--- config.mk ---
export PLATFORM = sky130hd
export DESIGN_NAME = ecc_cap_reg
export DESIGN_NICKNAME = d
export VERILOG_FILES = /design/src/rtl/ecc_cap_pkg.sv /design/src/rtl/ecc_cap_ctl.sv /design/src/rtl/ecc_cap_log.sv /design/src/rtl/ecc_cap_evt.sv /design/src/rtl/ecc_cap_reg.sv
export SDC_FILE = /design/constraint.sdc
export NUM_CORES = 1
export LEC_CHECK = 0
export BUFFER_PORTS_ARGS = -buffer_cell sky130_fd_sc_hd__buf_4
export CORE_ASPECT_RATIO = 0.8
export CORE_UTILIZATION = 35
export DETAILED_ROUTE_END_ITERATION = 10
export GPL_TIMING_DRIVEN = 0
export MAX_ROUTING_LAYER = met4
export PLACE_DENSITY = 0.78
export SLEW_MARGIN = 30
export SYNTH_ARGS = -nofsm -noshare
export SYNTH_HDL_FRONTEND = slang
export SYNTH_SLANG_ARGS = --single-unit
--- constraint.sdc ---
create_clock -name clk_i -period 1.3 [get_ports clk_i]
set_input_delay 0 -clock clk_i [delete_from_list [all_inputs] [get_ports clk_i]]
set_output_delay 0 -clock clk_i [all_outputs]
set_load 0.03 [all_outputs]
--- src/rtl/ecc_cap_pkg.sv ---
package ecc_cap_pkg;
  localparam int unsigned CSR_W         = 32;
  localparam int unsigned SYND_W        = 8;
  localparam int unsigned SBE_BIT       = 0;
  localparam int unsigned MBE_BIT       = 1;
  localparam int unsigned NMI_EN_BIT    = 2;
  localparam int unsigned SERR_EN_BIT   = 3;
  localparam int unsigned SYND_LSB      = 4;
  localparam int unsigned FADDR_LSB     = SYND_LSB + SYND_W;
  localparam int unsigned SCRUB_DIS_BIT = CSR_W - 1;
  localparam int unsigned FADDR_W       = SCRUB_DIS_BIT - FADDR_LSB;

  typedef struct packed {
    logic scrub_dis;
    logic serr_en;
    logic nmi_en;
  } ctl_t;

  typedef struct packed {
    logic [FADDR_W-1:0] addr;
    logic [SYND_W-1:0]  syn;
  } capt_t;
endpackage

--- src/rtl/ecc_cap_ctl.sv ---
module ecc_cap_ctl
  import ecc_cap_pkg::*;
(
  input  logic clk_i,
  input  logic rst_ni,
  input  logic we_i,
  input  ctl_t wr_ctl_i,
  output ctl_t ctl_o
);
  ctl_t ctl_q;

  always_ff @(posedge clk_i or negedge rst_ni) begin
    if (!rst_ni)   ctl_q <= '0;
    else if (we_i) ctl_q <= wr_ctl_i;
  end

  assign ctl_o = ctl_q;
endmodule

--- src/rtl/ecc_cap_log.sv ---
module ecc_cap_log
  import ecc_cap_pkg::*;
#(
  parameter int unsigned ADDR_W = 32
) (
  input  logic              clk_i,
  input  logic              rst_ni,
  input  logic              ce_i,
  input  logic              ue_i,
  input  logic [ADDR_W-1:0] err_addr_i,
  input  logic [SYND_W-1:0] syndrome_i,
  input  logic              we_i,
  input  logic [1:0]        clr_i,
  output logic              sbe_o,
  output logic              mbe_o,
  output logic              set_sbe_o,
  output logic              set_mbe_o,
  output capt_t             capt_o
);
  localparam int unsigned DROP_W = ADDR_W - FADDR_W;

  logic  sbe_q, mbe_q, idle;
  capt_t capt_q;
  logic  unused_addr_lo;

  assign unused_addr_lo = ^err_addr_i[DROP_W-1:0];
  assign idle           = !sbe_q && !mbe_q;
  // uncorrectable wins a tie
  assign set_mbe_o      = idle && ue_i;
  assign set_sbe_o      = idle && ce_i && !ue_i;

  always_ff @(posedge clk_i or negedge rst_ni) begin
    if (!rst_ni) begin
      sbe_q  <= 1'b0;
      mbe_q  <= 1'b0;
      capt_q <= '0;
    end else begin
      sbe_q <= set_sbe_o | (sbe_q & ~(we_i & clr_i[SBE_BIT]));
      mbe_q <= set_mbe_o | (mbe_q & ~(we_i & clr_i[MBE_BIT]));
      if (set_sbe_o || set_mbe_o) begin
        capt_q.addr <= err_addr_i[ADDR_W-1 -: FADDR_W];
        capt_q.syn  <= syndrome_i;
      end
    end
  end

  assign sbe_o  = sbe_q;
  assign mbe_o  = mbe_q;
  assign capt_o = capt_q;
endmodule

--- src/rtl/ecc_cap_evt.sv ---
module ecc_cap_evt
  import ecc_cap_pkg::*;
(
  input  logic clk_i,
  input  logic rst_ni,
  input  logic ce_i,
  input  logic set_sbe_i,
  input  logic set_mbe_i,
  input  ctl_t ctl_i,
  output logic nmi_o,
  output logic serr_o,
  output logic scrub_req_o
);
  logic nmi_q, serr_q, scrub_q;

  always_ff @(posedge clk_i or negedge rst_ni) begin
    if (!rst_ni) begin
      nmi_q   <= 1'b0;
      serr_q  <= 1'b0;
      scrub_q <= 1'b0;
    end else begin
      nmi_q   <= set_sbe_i && ctl_i.nmi_en;
      serr_q  <= set_mbe_i && ctl_i.serr_en;
      scrub_q <= ce_i && !ctl_i.scrub_dis;
    end
  end

  assign nmi_o       = nmi_q;
  assign serr_o      = serr_q;
  assign scrub_req_o = scrub_q;
endmodule

--- src/rtl/ecc_cap_reg.sv ---
module ecc_cap_reg
  import ecc_cap_pkg::*;
#(
  parameter int unsigned ADDR_W = 32
) (
  input  logic              clk_i,
  input  logic              rst_ni,
  input  logic              ce_i,
  input  logic              ue_i,
  input  logic [ADDR_W-1:0] err_addr_i,
  input  logic [SYND_W-1:0] syndrome_i,
  input  logic              reg_we_i,
  input  logic [CSR_W-1:0]  reg_wdata_i,
  output logic [CSR_W-1:0]  reg_rdata_o,
  output logic              nmi_o,
  output logic              serr_o,
  output logic              scrub_req_o
);
  ctl_t  wr_ctl, ctl;
  capt_t capt;
  logic  sbe, mbe, set_sbe, set_mbe;
  logic  unused_wdata_ro;

  assign unused_wdata_ro   = ^reg_wdata_i[SCRUB_DIS_BIT-1:SYND_LSB];
  assign wr_ctl.scrub_dis  = reg_wdata_i[SCRUB_DIS_BIT];
  assign wr_ctl.serr_en    = reg_wdata_i[SERR_EN_BIT];
  assign wr_ctl.nmi_en     = reg_wdata_i[NMI_EN_BIT];

  ecc_cap_ctl u_ctl (
    .clk_i    (clk_i),
    .rst_ni   (rst_ni),
    .we_i     (reg_we_i),
    .wr_ctl_i (wr_ctl),
    .ctl_o    (ctl)
  );

  ecc_cap_log #(.ADDR_W(ADDR_W)) u_log (
    .clk_i      (clk_i),
    .rst_ni     (rst_ni),
    .ce_i       (ce_i),
    .ue_i       (ue_i),
    .err_addr_i (err_addr_i),
    .syndrome_i (syndrome_i),
    .we_i       (reg_we_i),
    .clr_i      (reg_wdata_i[MBE_BIT:SBE_BIT]),
    .sbe_o      (sbe),
    .mbe_o      (mbe),
    .set_sbe_o  (set_sbe),
    .set_mbe_o  (set_mbe),
    .capt_o     (capt)
  );

  ecc_cap_evt u_evt (
    .clk_i       (clk_i),
    .rst_ni      (rst_ni),
    .ce_i        (ce_i),
    .set_sbe_i   (set_sbe),
    .set_mbe_i   (set_mbe),
    .ctl_i       (ctl),
    .nmi_o       (nmi_o),
    .serr_o      (serr_o),
    .scrub_req_o (scrub_req_o)
  );

  always_comb begin
    reg_rdata_o                                 = '0;
    reg_rdata_o[SCRUB_DIS_BIT]                  = ctl.scrub_dis;
    reg_rdata_o[FADDR_LSB +: FADDR_W]           = capt.addr;
    reg_rdata_o[SYND_LSB +: SYND_W]             = capt.syn;
    reg_rdata_o[SERR_EN_BIT]                    = ctl.serr_en;
    reg_rdata_o[NMI_EN_BIT]                     = ctl.nmi_en;
    reg_rdata_o[MBE_BIT]                        = mbe;
    reg_rdata_o[SBE_BIT]                        = sbe;
  end
endmodule

=== After elaboration in Yosys (flattened, before gate mapping) ===
Index checks and enable logic that the tools add are counted.

* Bitwise logic cells: 8
* Reductions and logical operators: 12

{| class="wikitable"
|+ Operators with widths
! kind !! count
|-
| 1-bit logical AND || 7
|-
| 1-bit AND || 4
|-
| 1-bit logical NOT || 4
|-
| 1-bit NOT || 2
|-
| 1-bit bitwise OR || 2
|-
| 1-bit logical OR || 1
|}

* Logic and storage cells: 30
* Register bits after elaboration: 35

=== Depth between registers and ports, before layout ===
Gate-level depths: netlist of run 1.

* Depth after elaboration: 5
* Depth in mapped cells: 5

=== Modules after synthesis ===
Synthesis of run 1 repeated with hierarchy kept, for this count alone.

* Cells, all modules: 80
* Area total of the unflattened synthesis: 1336.3 um^2

{| class="wikitable"
|+ Modules (own cells, without submodules)
! module !! cells each !! seq. area each (um^2) !! area each (um^2) !! times used
|-
| ecc_cap_log || 66 || 725.7 || 1111.1 || 1
|-
| ecc_cap_ctl || 6 || 75.1 || 108.9 || 1
|-
| ecc_cap_evt || 6 || 75.1 || 101.3 || 1
|-
| ecc_cap_reg || 2 || 0.0 || 15.0 || 1
|}

=== Worst setup path after synthesis of run 1 ===
No wires, ideal clock.

* Path kind: flip-flop to flip-flop
* From: reg u_log.sbe_q (netlist: u_log.sbe_o)
* To: reg u_log.capt_q, in the netlist u_log.capt_o[0]
* Path slack: -0.068 ns
* Library setup time: 0.125 ns
* Stages on the path, launching flop included: 6
* Arrival time: 1.243 ns
* Required time: 1.175 ns
* Cells stage by stage: dfrtp_1 nor2_2 o21a_1 buf_6 buf_12 mux2_4

* Cells in the longest elaborated chain, start to end: 5
* Elaborated cells between the ends (all ways): 6

{| class="wikitable"
|+ Ends and longest elaborated chain
! item !! RTL line !! RTL
|-
| start: declaration || ecc_cap_log.sv:22 || <nowiki>logic sbe_q, mbe_q, idle;</nowiki>
|-
| start signal: assignment || ecc_cap_log.sv:38 || <nowiki>sbe_q <= set_sbe_o | (sbe_q & ~(we_i & clr_i[SBE_BIT]));</nowiki>
|-
| 1-bit logical NOT * || ecc_cap_log.sv:27 || <nowiki>assign idle = !sbe_q && !mbe_q;</nowiki>
|-
| 1-bit logical AND * || ecc_cap_log.sv:27 ||
|-
| 1-bit logical AND (2 in a row) || ecc_cap_log.sv:30 || <nowiki>assign set_sbe_o = idle && ce_i && !ue_i;</nowiki>
|-
| 1-bit logical OR * || ecc_cap_log.sv:40 || <nowiki>if (set_sbe_o || set_mbe_o) begin</nowiki>
|-
| end: declaration || ecc_cap_log.sv:23 || <nowiki>capt_t capt_q;</nowiki>
|}

Every way passes the cells marked *; elsewhere a longest branch is shown, timed or not.
A chain may end at the register's enable or synchronous reset.

=== Worst setup path after layout of run 1 ===
* From: reg u_log.sbe_q (netlist: u_log.sbe_o)
* To: reg u_log.capt_q, in the netlist u_log.capt_o[7]

Same word-level chain as after synthesis.

==> impl_metrics.toml, run 1 <==
[timing]
slew_violations = 0
timing.slew.headroom_pct = 71.3
fin_crit_sh_pct = 107
hold_viol = 0
final.setup.worst_slack_ns = -0.0970
worst_pin_slew_ns = 0.430
clock_skew_ns = 0.00479
fin_setup_tns_ns = -2.03
max_freq_mhz = 716
whs_ns = 0.0472
rsz0062_at_grt = "yes"
fin_crit_ns = 1.40
final-setup-viol-count = 27

[logic_synthesis]
synth_seq_cells = 35
synth_common_cells = "dfrtp_1, mux2_4, mux2_2"
synth_xor_area_share_pct = 0
synth_compound_area_share_pct = 2.02
avgSynthCellArea_sq_um = 17.6
synth_area_sq_um = 1430
yosysMostFrequentCell = "dfrtp_1"
synth_top_family_by_area = "multiplexers"
synth_largest_area_cell = "dfrtp_1"
synth-simple-area-share_pct = 2.63
synth_top_area_share_pct = 61.5
synthArstFlopShare_pct = 100
syn_nets = 158
synth_edf_count = 0
synthMuxAreaShare_pct = 29.0
ys_warn_count = 0
yosysSeqAreaShare_pct = 61.5
synthAdderAreaFrac_pct = 0
yosysUniqueCellTypes = 15
synth.area.top_cells = "dfrtp_1, mux2_4, mux2_2, buf_12, and3_2"
syn-instance-count = 81
synth_flop_cell = "dfrtp_1"

[placement]
io_buffers = 71
placed_area_sq_um = 2030
gp_congestion = 0.651

[die]
initial_core_util_pct = 37.0
rows = 20
die_area_sq_um = 4330
core_sq_um = 3850
die_w_microns = 73.3
die_h_microns = 59.1
io_pins = 112

[setup_path]
cp.required_ns = 1.47
critical_path_class = "reg2reg"
crit_fanout = 10
cp-start-kind = "register"
critPathCaptureType = "register"
cp_data_arrival_time_ns = 1.56

[final_layout]
drive_gt1_share_pct = 61.5
syn2layout_area_growth_pct = 78.9
num-nets-final = 276
fin_area_sq_um = 2550
diodes = 0

[clock_network]
cts_root_buf = "clkbuf_8"
clock_sinks = 35
cts_max_path_buffers = 2
clk_latency_ns = 0.28
cts_max_level = 2
cts.clk_slew.worst_paths_ns = 0.07
cts_tree = "yes"
cts_buffers = 5

[pwr]
p_total_uw = 5600
peakVddDrop_mv = 1.56
total_leakage_power_uw = 0.00126
powerDensity_nw_per_um2 = 2200

[outcome]
violations = "setup timing"
status = "finished with violations"

[hold_path]
hold_path.class = "in2reg"

[route]
antenna_left = 0
drt_first_pass_iters = 4
vias = 1097
wire_per_inst_microns = 13.7
drc = 0
vias_per_cell = 4.30
wirelength_microns = 3510
drtIter0Drc = 32

[global_route]
grt_first_pass_wirelength_microns = 5380
grt_max_degree = 36
grt_pass1_vias = 1169
antenna_found_initial = 0
grtUsageTotal_pct = 18.0
gr-total-overflow = 0

[job]
maxCapViolations = 0
## state kept, by name, summed over array words and instances, names as in the netlist
signal	cells
u_log.sbe_o	1
u_log.mbe_o	1
u_ctl.ctl_o	3
u_evt.nmi_o	1
u_log.capt_o	27
u_evt.scrub_req_o	1
u_evt.serr_o	1
## through the flow
step	util (%)	setup WS, ns	cells
global placement	52.6	-0.146	207
floorplan	-	-0.0680	81
CTS	66.2	-0.0853	255
detailed placement	52.6	-0.177	207
global route	66.2	-0.172	255
finish	66.2	-0.0970	255
## layout make-up
class	instances	area, sq um
Tap cell	55	68.8
Inverter	1	3.75
Buffer	5	66.3
Clock buffer	5	68.8
Clock inverter	3	15.0
Fill cell	285	1300
Sequential cell	35	876
Timing Repair Buffer	111	946
Multi-Input combinational cell	40	505
## path summary, 6_finish.rpt
check / from / endpoint / slack, ns / depth (start not counted)
hold reg to reg: u_ctl.ctl_o[2]$_DFFE_PN0P_ / u_evt.scrub_req_o$_DFF_PN0_ / 0.47 / 1
hold / removal: reg_wdata_i[0] / u_log.sbe_o$_DFF_PN0_ / 0.05 / 3
setup reg to reg: u_log.sbe_o$_DFF_PN0_ / u_log.capt_o[7]$_DFFE_PN0P_ / -0.1 / 5
min in group asynchronous: rst_ni / u_log.capt_o[23]$_DFFE_PN0P_ / 0.20 / 2
max in group asynchronous: rst_ni / u_log.capt_o[26]$_DFFE_PN0P_ / 0.79 / 2
setup / recovery: u_log.sbe_o$_DFF_PN0_ / u_log.capt_o[7]$_DFFE_PN0P_ / -0.1 / 5
## where the power goes
part           switching (uW)  leakage (uW)  internal (uW)
clock                     377     0.0000477            366
sequential                284      0.000414           1550
combinational            1490      0.000795           1530
## cells by family (layout without fill, tap and decap cells)
kind of cell	after synthesis	count (layout)
simple gates	6	6
flops	35	35
mux	30	30
buf+inv	6	125
compound gates	4	4
## metal layers
| layer | up-vias | share of wire [%] | track usage (%) |
|---|---|---|---|
| met5 | - | 0 | - |
| met4 | 0 | 1.9 | 8.24 |
| met3 | 8 | 5.8 | 4.76 |
| met2 | 54 | 51 | 31.0 |
| met1 | 520 | 41 | 19.6 |
| li1 | 515 | - | - |
## worst max-delay path, cell delays in order, from the launching register on
cell and delay (ns):
dfrtp_1 0.40, nor2_2 0.13, o21a_1 0.15, buf_6 0.15, buf_12 0.15, mux2_4 0.30
## cells in the final DEF (no fill, tap or decap)
cell and n:
o21a_1 1, mux2_4 27, a31oi_1 1, clkbuf_8 5, dfrtp_1 35, nor2_2 1, a22o_2 1, buf_4 76
nor2b_1 2, buf_6 1, and3_2 2, dlygate4sd3_1 35, nand2_1 1, mux2_2 3, inv_1 1, clkinv_2 3
a21oi_1 1, buf_12 4
## what timing repair did
| action | in CTS | in global routing |
|---|---|---|
| pin swaps | 1 | 0 |
| hold buffers | 35 | 0 |
| resized for setup | 7 | 0 |
| hold endpoints to repair | 68 | 0 |
| setup buffers | 5 | 0 |
| endpoints found under the setup margin | 27 | 27 |
No activity file was read; power rests on OpenSTA's default activity.
==> run 2, diff against run 1 <==
--- a/config.mk
+++ b/config.mk
@@ -12,6 +12,7 @@
 export GPL_TIMING_DRIVEN = 0
 export MAX_ROUTING_LAYER = met4
 export PLACE_DENSITY = 0.78
+export SETUP_SLACK_MARGIN = 0.05
 export SLEW_MARGIN = 30
 export SYNTH_ARGS = -nofsm -noshare
 export SYNTH_HDL_FRONTEND = slang
==> impl_metrics.toml, run 2 (synthesis gave the netlist of run 1 again) <==
[die]
die_h_microns = 59.1
io_pins = 112
initial_core_util_pct = 37.0
core_sq_um = 3850
die_w_microns = 73.3
rows = 20
die_area_sq_um = 4330

[timing]
clock_skew_ns = 0.00508
max_freq_mhz = 715
slew_violations = 0
fin_setup_tns_ns = -2.06
worst_pin_slew_ns = 0.430
fin_crit_sh_pct = 108
rsz0062_at_grt = "yes"
fin_crit_ns = 1.40
timing.slew.headroom_pct = 71.3
final.setup.worst_slack_ns = -0.0984
final-setup-viol-count = 27
hold_viol = 0

[setup_path]
cp.required_ns = 1.47
cp_data_arrival_time_ns = 1.57
cp-start-kind = "register"
path_buf_inv = 2
crit_family = "flip-flops"
crit_slowest_cell = "dfrtp_1"
critPathCaptureType = "register"
cp_cell_sequence = "nor2_2 -> o21a_1 -> buf_6 -> buf_12 -> mux2_4"
critical_path_class = "reg2reg"
crit_fanout = 10
max_stage_delay_ns = 0.40

[final_layout]
layout_commonest_cell = "buf_4"
nFillCells = 287
diodes = 0
postLayoutCoreUtil_pct = 66.2
instances_no_fill = 255
largest_reg_flops = 27
syn2layout_area_growth_pct = 78.9
fin_area_sq_um = 2550
multi_input_comb_area_sq_um = 505
num-nets-final = 276
final_cell_mix = "buf_4, dlygate4sd3_1, dfrtp_1, mux2_4, clkbuf_8"
drive_gt1_share_pct = 61.5
register_area_sq_um = 876

[global_route]
grt_max_degree = 36
grt_pass1_vias = 1160
gr-total-overflow = 0
antenna_found_initial = 0
grt_first_pass_wirelength_microns = 5410
grtUsageTotal_pct = 18.1

[route]
drc = 0
drtIter0Drc = 28
vias_per_cell = 4.30
wire_per_inst_microns = 13.7
vias = 1096
wirelength_microns = 3490
antenna_left = 0
drt_first_pass_iters = 4

[pwr]
power_frac_comb_pct = 54.0
peakVddDrop_mv = 1.36
p_int_uw = 3450
powerDensity_nw_per_um2 = 2200
total_leakage_power_uw = 0.00126
p_total_uw = 5600
clockPowerShare_pct = 13.3
power_switching_uw = 2150
seqPwrFrac_pct = 32.8
switching_share_pct = 38.4

[clock_network]
cts_max_path_buffers = 2
clk_latency_ns = 0.28
cts_root_buf = "clkbuf_8"
clock_sinks = 35
cts_buffers = 5
cts_tree = "yes"
cts_max_level = 2
cts.clk_slew.worst_paths_ns = 0.07

[placement]
dp_cells = 207
placed_area_sq_um = 2030
io_buffers = 71
gp_congestion = 0.651

[outcome]
violations = "setup timing"
status = "finished with violations"

[hold_path]
hold_path.class = "in2reg"

[job]
maxCapViolations = 0
## run 2: cell counts in the layout (fill, tap and decap cells not counted)
No cell type changed its count.
## run 2: layer usage
layer / part of all wire [%] / track usage [%] / vias up / routed length, microns
li1: - / - / 513 / -
met1: 41 / 19.9 / 521 / 1420
met2: 51 / 31.1 / 54 / 1800
met3: 5.8 / 4.76 / 8 / 204
met4: 1.9 / 8.24 / 0 / 65
met5: 0 / - / - / 0
## run 2: worst min-delay path, cell delays in order
cell	delay [ns]
buf_4	0.10
a21oi_1	0.06
a31oi_1	0.12
## run 2: power by group through the flow
stage	Combinational [uW]	Sequential [uW]	Clock [uW]
detailed placement	2740	1850	0
global route	3160	1890	827
finish	3020	1840	742
floorplan	876	2710	0
global placement	2710	1800	0
CTS	3020	1830	767
## run 2: final timing paths
| check | start | to | slack [ns] | depth (start not counted) |
|---|---|---|---|---|
| max | u_log.sbe_o$_DFF_PN0_ | u_log.capt_o[7]$_DFFE_PN0P_ | -0.1 | 5 |
| min | ue_i | u_log.mbe_o$_DFF_PN0_ | 0.03 | 3 |
| max reg2reg | u_log.sbe_o$_DFF_PN0_ | u_log.capt_o[7]$_DFFE_PN0P_ | -0.1 | 5 |
| min reg2reg | u_ctl.ctl_o[2]$_DFFE_PN0P_ | u_evt.scrub_req_o$_DFF_PN0_ | 0.46 | 1 |
| max in group asynchronous | rst_ni | u_log.capt_o[26]$_DFFE_PN0P_ | 0.79 | 2 |
| min in group asynchronous | rst_ni | u_log.capt_o[23]$_DFFE_PN0P_ | 0.20 | 2 |
## run 2: final cells by class
type                    instances  share of cell area, %
flip-flops and latches         35                   34.3
inverters                       1                  0.147
well taps                      55                   2.70
clock buffers                   5                   2.70
clock inverters                 3                  0.589
multi-input cells              40                   19.8
plain buffers                   5                   2.60
repair buffers                111                   37.1
## run 2: through the flow
| stage | hold slack (ns) | worst slack [ns] |
|---|---|---|
| final | 0.0332 | -0.0984 |
| after global routing | 0.0335 | -0.172 |
| after detailed placement | -0.0267 | -0.177 |
| after CTS | 0.0239 | -0.0853 |
| after global placement | -0.0378 | -0.146 |
| after floorplan | -0.296 | -0.0680 |
## run 2: repair_timing
| action | 4_1_cts | 5_1_grt |
|---|---|---|
| resized for setup | 7 | 0 |
| endpoints found under the setup margin | 27 | 27 |
| hold buffers | 35 | 0 |
| endpoints found under the hold margin | 68 | 0 |
| setup buffers | 5 | 0 |
| pin swaps | 1 | 0 |
==> run 3, diff against run 2 <==
--- a/config.mk
+++ b/config.mk
@@ -10,7 +10,6 @@
 export CORE_UTILIZATION = 35
 export DETAILED_ROUTE_END_ITERATION = 10
 export GPL_TIMING_DRIVEN = 0
-export MAX_ROUTING_LAYER = met4
 export PLACE_DENSITY = 0.78
 export SETUP_SLACK_MARGIN = 0.05
 export SLEW_MARGIN = 30
==> impl_metrics.toml, run 3 (synthesis gave the netlist of run 1 again) <==
[route]
wire_per_inst_microns = 13.7
vias_per_cell = 4.30
antenna_left = 0
drt_first_pass_iters = 4
drc = 0
drtIter0Drc = 28
vias = 1097
wirelength_microns = 3490

[placement]
dp_slack_ns = -0.177
gp_congestion = 0.645
dp_cells = 207
io_buffers = 71
placed_area_sq_um = 2030

[setup_path]
reg2reg_from = "u_log.sbe_o$_DFF_PN0_"
cp-start-kind = "register"
cp.required_ns = 1.47
critPathCaptureType = "register"
critical_path_class = "reg2reg"
r2r-end = "u_log.capt_o[7]$_DFFE_PN0P_"
crit_fanout = 10
cp_data_arrival_time_ns = 1.57
reg2reg_slack_ns = -0.1
cp-endpoint = "u_log.capt_o[7]$_DFFE_PN0P_"
crit_path_start = "u_log.sbe_o$_DFF_PN0_"
r2r.worst_path.cells = 5

[timing]
max_freq_mhz = 715
final-setup-viol-count = 27
fin_crit_sh_pct = 108
rsz0062_at_grt = "yes"
fin_crit_ns = 1.40
final.setup.worst_slack_ns = -0.0983
clock_skew_ns = 0.00510
worst_pin_slew_ns = 0.428
hold_viol = 0
timing.slew.headroom_pct = 71.4
slew_violations = 0

[final_layout]
diodes = 0
drive_gt1_share_pct = 61.5
fin_area_sq_um = 2550
syn2layout_area_growth_pct = 78.9
num-nets-final = 276
instances_no_fill = 255
final_cell_mix = "buf_4, dlygate4sd3_1, dfrtp_1, mux2_4, clkbuf_8"
nFillCells = 287
layout_commonest_cell = "buf_4"
largest_reg_flops = 27

[job]
maxCapViolations = 0

[global_route]
grt_max_degree = 36
antenna_found_initial = 0
grt_pass1_vias = 1154
grt_first_pass_wirelength_microns = 5430
grtUsageTotal_pct = 17.7
gr-total-overflow = 0

[die]
die_w_microns = 73.3
initial_core_util_pct = 37.0
die_h_microns = 59.1
die_area_sq_um = 4330
io_pins = 112
rows = 20
core_sq_um = 3850

[pwr]
powerDensity_nw_per_um2 = 2200
peakVddDrop_mv = 1.36
total_leakage_power_uw = 0.00126

[clock_network]
cts_max_path_buffers = 2
cts_buffers = 5
cts_root_buf = "clkbuf_8"
clock_sinks = 35
cts_max_level = 2
clk_latency_ns = 0.28
cts.clk_slew.worst_paths_ns = 0.07
cts_tree = "yes"

[hold_path]
hold_path.class = "in2reg"

[outcome]
violations = "setup timing"
status = "finished with violations"
-- run 3: cell counts in the layout (fill, tap and decap cells not counted) --
Identical to the previous run, type by type.
-- run 3: final cells by class --
class                      count  area (sq um)  area share, %
multi-input combinational     40           505           19.8
clock inverter                 3          15.0          0.589
buffer                         5          66.3           2.60
sequential                    35           876           34.3
timing repair buffer         111           946           37.1
tap                           55          68.8           2.70
inverter                       1          3.75          0.147
clock buffer                   5          68.8           2.70
-- run 3: worst min path at each step --
| stage | cells after the start | from | endpoint |
|---|---|---|---|
| detailed placement | 1 | rst_ni | u_log.capt_o[23]$_DFFE_PN0P_ |
| finish | 3 | ue_i | u_log.mbe_o$_DFF_PN0_ |
| floorplan | 0 | rst_ni | u_ctl.ctl_o[0]$_DFFE_PN0P_ |
| CTS | 3 | ue_i | u_log.mbe_o$_DFF_PN0_ |
| global placement | 1 | rst_ni | u_log.capt_o[23]$_DFFE_PN0P_ |
| global route | 3 | reg_wdata_i[0] | u_log.sbe_o$_DFF_PN0_ |
-- run 3: layer usage --
layer	share of wire, %	track usage, %	vias to the layer above
met5	0	0	-
met1	41	20.1	522
li1	-	-	514
met4	1.6	8.24	0
met3	5.9	5.44	7
met2	52	30.8	54
-- run 3: metrics by stage --
stage	setup TNS (ns)	utilization [%]	power [uW]	hold slack, ns
3_3_place_gp	-3.06	52.6	4510	-0.0378
5_1_grt	-4.09	66.2	5880	0.0307
3_5_place_dp	-3.84	52.6	4590	-0.0267
4_1_cts	-1.78	66.2	5620	0.0239
2_1_floorplan	-1.36	-	3580	-0.296
6_report	-2.06	66.2	5600	0.0333
-- run 3: power breakdown --
| group | leakage (uW) | total [uW] | internal (uW) | switching, uW |
|---|---|---|---|---|
| clock | 0.0000477 | 743 | 366 | 377 |
| sequential | 0.000414 | 1840 | 1550 | 284 |
| combinational | 0.000795 | 3020 | 1530 | 1490 |
| total | 0.00126 | 5600 | 3450 | 2150 |
-- run 3: worst max-delay path, cell delays in order (launching register included) --
cell and delay [ns]:
dfrtp_1 0.40, nor2_2 0.13, o21a_1 0.15, buf_6 0.15, buf_12 0.15, mux2_4 0.30
-- run 3: what timing repair did --
item,in CTS,in global routing
hold endpoints to repair,68,0
pin swaps,1,0
setup endpoints to repair,27,27
hold buffers,35,0
gates resized for setup,7,0
gates cloned,0,0
buffers inserted,5,0
